[src/rtl/keypad_pkg.sv]
package keypad_pkg;

  localparam int BYTE_W = 8;

  // Opposing direction pairs: each entry names the lower bit of a pair,
  // the partner is the next bit up. Order does not matter.
  localparam int PAIR_COUNT = 2;
  localparam int PAIR_BASE [PAIR_COUNT] = '{4, 6};

  typedef enum logic [1:0] {
    SEL_NONE = 2'd0,
    SEL_LO   = 2'd1,
    SEL_HI   = 2'd2
  } byte_sel_e;

endpackage

[src/rtl/keypad_sync.sv]
module keypad_sync #(
  parameter int WIDTH  = 10,
  parameter int STAGES = 2
) (
  input  logic             clk,
  input  logic             rst_n,
  input  logic [WIDTH-1:0] async_in,
  output logic [WIDTH-1:0] sync_out
);

  logic [WIDTH-1:0] chain [STAGES];

  generate
    for (genvar s = 0; s < STAGES; s++) begin : g_stage
      if (s == 0) begin : g_first
        always_ff @(posedge clk or negedge rst_n) begin
          if (!rst_n) chain[0] <= '1;
          else        chain[0] <= async_in;
        end
      end else begin : g_next
        always_ff @(posedge clk or negedge rst_n) begin
          if (!rst_n) chain[s] <= '1;
          else        chain[s] <= chain[s-1];
        end
      end
    end
  endgenerate

  assign sync_out = chain[STAGES-1];

endmodule

[src/rtl/keypad_conflict_mask.sv]
module keypad_conflict_mask
  import keypad_pkg::*;
#(
  parameter int WIDTH = 10
) (
  input  logic [WIDTH-1:0] held_n,
  output logic [WIDTH-1:0] shown_n
);

  always_comb begin
    shown_n = held_n;
    for (int p = 0; p < PAIR_COUNT; p++) begin
      if (!held_n[PAIR_BASE[p]] && !held_n[PAIR_BASE[p] + 1]) begin
        shown_n[PAIR_BASE[p]]     = 1'b1;
        shown_n[PAIR_BASE[p] + 1] = 1'b1;
      end
    end
  end

endmodule

[src/rtl/keypad_rsp_port.sv]
module keypad_rsp_port
  import keypad_pkg::*;
#(
  parameter int              WIDTH     = 10,
  parameter int              ADDR_W    = 12,
  parameter logic [ADDR_W-1:0] LO_OFFSET = 12'h130,
  parameter logic [ADDR_W-1:0] HI_OFFSET = 12'h131
) (
  input  logic              clk,
  input  logic              rst_n,
  input  logic [WIDTH-1:0]  status_n,
  input  logic              req_valid,
  output logic              req_ready,
  input  logic              req_write,
  input  logic [ADDR_W-1:0] req_addr,
  output logic              rsp_valid,
  input  logic              rsp_ready,
  output logic [BYTE_W-1:0] rsp_data
);

  localparam int HI_W  = WIDTH - BYTE_W;
  localparam int PAD_W = BYTE_W - HI_W;

  byte_sel_e         sel;
  logic [BYTE_W-1:0] byte_next;
  logic              take;

  assign req_ready = !rsp_valid || rsp_ready;
  assign take      = req_valid && req_ready;

  always_comb begin
    sel = SEL_NONE;
    if (!req_write) begin
      if (req_addr == LO_OFFSET)      sel = SEL_LO;
      else if (req_addr == HI_OFFSET) sel = SEL_HI;
    end
  end

  always_comb begin
    unique case (sel)
      SEL_LO:  byte_next = status_n[BYTE_W-1:0];
      SEL_HI:  byte_next = {{PAD_W{1'b0}}, status_n[WIDTH-1:BYTE_W]};
      default: byte_next = '0;
    endcase
  end

  always_ff @(posedge clk or negedge rst_n) begin
    if (!rst_n) begin
      rsp_valid <= 1'b0;
      rsp_data  <= '0;
    end else if (take) begin
      rsp_valid <= 1'b1;
      rsp_data  <= byte_next;
    end else if (rsp_ready) begin
      rsp_valid <= 1'b0;
    end
  end

  a_r10_hold_stalled: assert property (@(posedge clk) disable iff (!rst_n)
    (rsp_valid && !rsp_ready) |=> (rsp_valid && $stable(rsp_data)));

  a_r10_no_take_stalled: assert property (@(posedge clk) disable iff (!rst_n)
    (rsp_valid && !rsp_ready) |-> !req_ready);

  a_r11_response_follows: assert property (@(posedge clk) disable iff (!rst_n)
    (req_valid && req_ready) |=> rsp_valid);

  a_r8_other_offset_zero: assert property (@(posedge clk) disable iff (!rst_n)
    (req_valid && req_ready && !req_write &&
     req_addr != LO_OFFSET && req_addr != HI_OFFSET) |=> (rsp_data == '0));

  a_r9_write_zero: assert property (@(posedge clk) disable iff (!rst_n)
    (req_valid && req_ready && req_write) |=> (rsp_data == '0));

  a_r3_upper_bits_zero: assert property (@(posedge clk) disable iff (!rst_n)
    (req_valid && req_ready && !req_write && req_addr == HI_OFFSET)
      |=> (rsp_data[BYTE_W-1:HI_W] == '0));

endmodule

[src/rtl/keypad_status.sv]
module keypad_status
  import keypad_pkg::*;
#(
  parameter int                NUM_KEYS    = 10,
  parameter int                SYNC_STAGES = 2,
  parameter int                ADDR_W      = 12,
  parameter logic [ADDR_W-1:0] LO_OFFSET   = 12'h130,
  parameter logic [ADDR_W-1:0] HI_OFFSET   = 12'h131
) (
  input  logic                clk,
  input  logic                rst_n,
  input  logic [NUM_KEYS-1:0] key_raw_n,
  input  logic                req_valid,
  output logic                req_ready,
  input  logic                req_write,
  input  logic [ADDR_W-1:0]   req_addr,
  output logic                rsp_valid,
  input  logic                rsp_ready,
  output logic [7:0]          rsp_data
);

  logic [NUM_KEYS-1:0] held_n;
  logic [NUM_KEYS-1:0] shown_n;

  keypad_sync #(
    .WIDTH  (NUM_KEYS),
    .STAGES (SYNC_STAGES)
  ) u_sync (
    .clk      (clk),
    .rst_n    (rst_n),
    .async_in (key_raw_n),
    .sync_out (held_n)
  );

  keypad_conflict_mask #(
    .WIDTH (NUM_KEYS)
  ) u_mask (
    .held_n  (held_n),
    .shown_n (shown_n)
  );

  keypad_rsp_port #(
    .WIDTH     (NUM_KEYS),
    .ADDR_W    (ADDR_W),
    .LO_OFFSET (LO_OFFSET),
    .HI_OFFSET (HI_OFFSET)
  ) u_port (
    .clk       (clk),
    .rst_n     (rst_n),
    .status_n  (shown_n),
    .req_valid (req_valid),
    .req_ready (req_ready),
    .req_write (req_write),
    .req_addr  (req_addr),
    .rsp_valid (rsp_valid),
    .rsp_ready (rsp_ready),
    .rsp_data  (rsp_data)
  );

  a_r4_vertical_not_both: assert property (@(posedge clk) disable iff (!rst_n)
    !(!shown_n[6] && !shown_n[7]));

  a_r5_horizontal_not_both: assert property (@(posedge clk) disable iff (!rst_n)
    !(!shown_n[4] && !shown_n[5]));

  a_r6_lone_vertical_passes: assert property (@(posedge clk) disable iff (!rst_n)
    (held_n[7] != held_n[6]) |-> (shown_n[7:6] == held_n[7:6]));

  a_r6_lone_horizontal_passes: assert property (@(posedge clk) disable iff (!rst_n)
    (held_n[5] != held_n[4]) |-> (shown_n[5:4] == held_n[5:4]));

endmodule

[config.mk]
export PLATFORM = sky130hd
export DESIGN_NAME = keypad_status
export DESIGN_NICKNAME = d
export VERILOG_FILES = /design/src/rtl/keypad_pkg.sv /design/src/rtl/keypad_sync.sv /design/src/rtl/keypad_conflict_mask.sv /design/src/rtl/keypad_rsp_port.sv /design/src/rtl/keypad_status.sv
export SDC_FILE = /design/constraint.sdc
export NUM_CORES = 1
export LEC_CHECK = 0
export ABC_AREA = 1
export CORE_ASPECT_RATIO = 1.2
export CORE_MARGIN = 3
export CORE_UTILIZATION = 44
export CTS_CLUSTER_DIAMETER = 80
export DETAILED_ROUTE_END_ITERATION = 10
export GPL_TIMING_DRIVEN = 0
export HOLD_SLACK_MARGIN = 0.03
export PLACE_DENSITY = 0.91
export SLEW_MARGIN = 10
export SYNTH_ARGS = -nofsm -noshare
export SYNTH_HDL_FRONTEND = slang
export SYNTH_SLANG_ARGS = --single-unit
[constraint.sdc]
create_clock -name clk -period 2.25 [get_ports clk]
set_clock_uncertainty 0.05 [all_clocks]
set_input_delay 0.3375 -clock clk [delete_from_list [all_inputs] [get_ports clk]]
set_output_delay 0.3375 -clock clk [all_outputs]
set_load 0.05 [all_outputs]
==> results.md <==
* Reg2reg start: u_port.rsp_valid$_DFFE_PN0P_
* Largest net degree at the start of global routing at 30
* Root buffer cell: clkbuf_4
* Most instantiated library cell after synthesis: dfstp_2
* Top post-synthesis cells by count: dfstp_2 (20), nand2_1 (19), dfrtp_1 (9), inv_1 (8)
* Die area at 3000 um^2
* Height of the die at 59.4 um
* DR top layer: met4
* Setup Crit Path Kind: in2out
* H-tree Lvls at 2
* M1 WL at 645 um
* Area occupied by multi-input gates at 250 um^2
* Worst min path class: reg2reg
* Initial antenna violation count at 0
* Area growth, synth to finish at 48.3%
* Xor/xnor share of the synthesized area at 0%
* DRT antenna net count at 0
* Hold EP: u_sync.sync_out[3]$_DFF_PN1_
* Post-synthesis compound-gate area fraction at 4.67%
* Max Slew Vio Count at 0
* Register-to-register setup slack at 1170 ps
* TNS Setup at 0 ps
* DR WL met3 at 141 um
* Post-synth cell types at 19
* Syn_area_per_cell at 12.0 um^2
* Core Area at 2160 um^2
* Cell Area, Synth at 1050 um^2
* Leakage power at 0.691 nW
* DPL Wire Length at 1.39 mm
* Count of nets after finishing at 158
* Hold path cells at 0
* Met2 wire length at 1.00 mm
* Synth Register Bits at 29
* Grt ovf at 0
* Slew HR at 62.3%
* Final hold viol count at 0
* Synth Area in Simple Gates at 19.3%
* FP Rows at 18
* DR vias/cell at 4.48
* WL final at 1.80 mm
* DR WL/cell at 11.1 um
* Top cell type by total area after synthesis: dfstp_2
* Post-synthesis mux area share at 0%
* Crit Path Max Fanout at 2
* Finished Cell Area at 1550 um^2
* RSZ-0062 raised after global routing: no
* Synth Instances at 87
* Clk_lat worst skew at 310 ps
* Synth Flop Type: dfstp_2
* Post-CTS setup buffers at 0
* Run status: complete, no violations
* Hold Crit Start: u_sync.chain[13]$_DFF_PN1_
* Num CTS Buffers at 5
* Reg2reg end: u_port.rsp_data[4]$_DFFE_PN0P_
* First-pass GRT wire length at 2.97 mm
* Pwr dens at 784 nW/um^2
* Element type at the critical path start: input port
* Initial DRC Count at 8
* TritonRoute pass-1 iters at 4
* Worst setup EP type: output pin
* Place WS at 145 ps
* Critical Path AT at 1710 ps
* GP Congestion at 0.713
* Reg2reg path depth at 5
* Max cap viols at 0
* Synth top area cells: dfstp_2 (50%), dfrtp_1 (22%), nand2_1 (6.8%)
* Fin crit share at 93.4%
* Clock Pin Slew Worst Setup and Hold Paths at 100 ps
* Final setup vio count at 0
* Hold WS at 300 ps
* Worst-margin pin slew at 566 ps
* Synth Area in Adders at 0%
* Global-route usage over all layers at 14.3%
* Antenna Cells at 0
* DRC viols at 0
* F_max at 0.476 GHz
* Port Buffer Count at 36
* Final cell count without fillers at 162
* Peak supply drop at 0.000692 V
* Worst Path Required at 1860 ps
* I/O pins at 37
* Inst Count DP at 153
* Post-synth EDFFs at 0
* Starting Density at 48.4%
* Largest family of logic cells by synthesized area: simple AND/OR/NAND/NOR gates
* Max Root-Sink Buffers at 2
* Mapped Nets at 114
* Filler cell count at 151
* Share of flip-flops with an asynchronous set or reset at 100%
* YS warnings at 0
* Vias in the first global route at 738
* CTS tree: built
* Sequential fraction of the synthesis area at 71.8%
* Register Area at 751 um^2
* Crit path time final at 2100 ps
* Instance area at placement at 1440 um^2
* Die extent in x at 50.5 um
* Layout cells sized above 1 at 31.8%
* PnR worst setup slack at 149 ps
* Clock sink total at 29
* Yosys top cell area share at 50.2%
* Via count at 726
cell usage in the layout (no fill, tap or decap), types with 2 or more instances in the layout:
master | netlist | final
clkdlybuf4s50_1 | 0 | 35
dfstp_2 | 20 | 20
nand2_1 | 19 | 19
dfrtp_1 | 9 | 9
inv_1 | 8 | 8
o21ai_1 | 6 | 6
nand3_1 | 6 | 6
clkbuf_4 | 0 | 5
nor2_1 | 3 | 3
inv_2 | 2 | 2
nor2_2 | 2 | 2
nand2_2 | 2 | 2
o21ai_0 | 2 | 2
bufinv_16 | 0 | 2
what timing repair did:
| action | in CTS | in global routing |
|---|---|---|
| hold buffers | 0 | 1 |
| endpoints found under the hold margin | 0 | 9 |
| gates resized for setup | 0 | 0 |
per-stage QoR:
step	power [mW]	util, %
6_report	1.22	71.8
3_3_place_gp	0.700	66.8
3_5_place_dp	0.706	66.8
5_1_grt	1.27	71.8
4_1_cts	1.23	71.5
2_1_floorplan	0.630	-
flip-flops by register name, summed over array words and instances (netlist names):
signal            flops
u_sync.sync_out      10
u_sync.chain         10
u_port.rsp_valid      1
u_port.rsp_data       8
power by group:
| group | switching, mW | leakage [nW] | internal [mW] | total, mW |
|---|---|---|---|---|
| Combinational | 0.0648 | 0.306 | 0.0645 | 0.129 |
| Sequential | 0.00813 | 0.329 | 0.559 | 0.567 |
| Clock | 0.176 | 0.0552 | 0.344 | 0.520 |
| Total | 0.249 | 0.691 | 0.967 | 1.22 |
routing by layer:
layer  vias to the layer above  global-route usage [%]
met4                         0                    5.00
li1                        356                       -
met3                         2                    8.82
met1                       339                    12.6
met5                         -                       0
met2                        29                    26.3
critical path, stage by stage:
cell             delay (ps)
clkdlybuf4s50_1         450
inv_1                    50
nand2_1                  70
clkdlybuf4s50_1         800
logic make-up (layout without fill, tap and decap cells):
family / Yosys count / count (layout)
DFF: 29 / 29
AOI/OAI and AO/OA: 9 / 9
and+or+nand+nor: 38 / 38
buffers and inverters: 11 / 56
how the worst max path moves through the flow:
| stage | from | end | cells after the start |
|---|---|---|---|
| after global placement | rsp_ready | req_ready | 4 |
| after global routing | rsp_ready | req_ready | 4 |
| after floorplan | u_port.rsp_valid$_DFFE_PN0P_ | req_ready | 1 |
| after CTS | rsp_ready | req_ready | 4 |
| final | rsp_ready | req_ready | 4 |
| after detailed placement | rsp_ready | req_ready | 4 |
area by class of cell:
| class | count | share of cell area [%] |
|---|---|---|
| buffer | 1 | 0.484 |
| timing repair buffer | 37 | 23.5 |
| tap | 30 | 2.42 |
| clock inverter | 3 | 4.19 |
| multi-input combinational | 47 | 16.1 |
| sequential | 29 | 48.4 |
| inverter | 10 | 2.42 |
| clock buffer | 5 | 2.42 |
(Power assumes the default switching activity.)
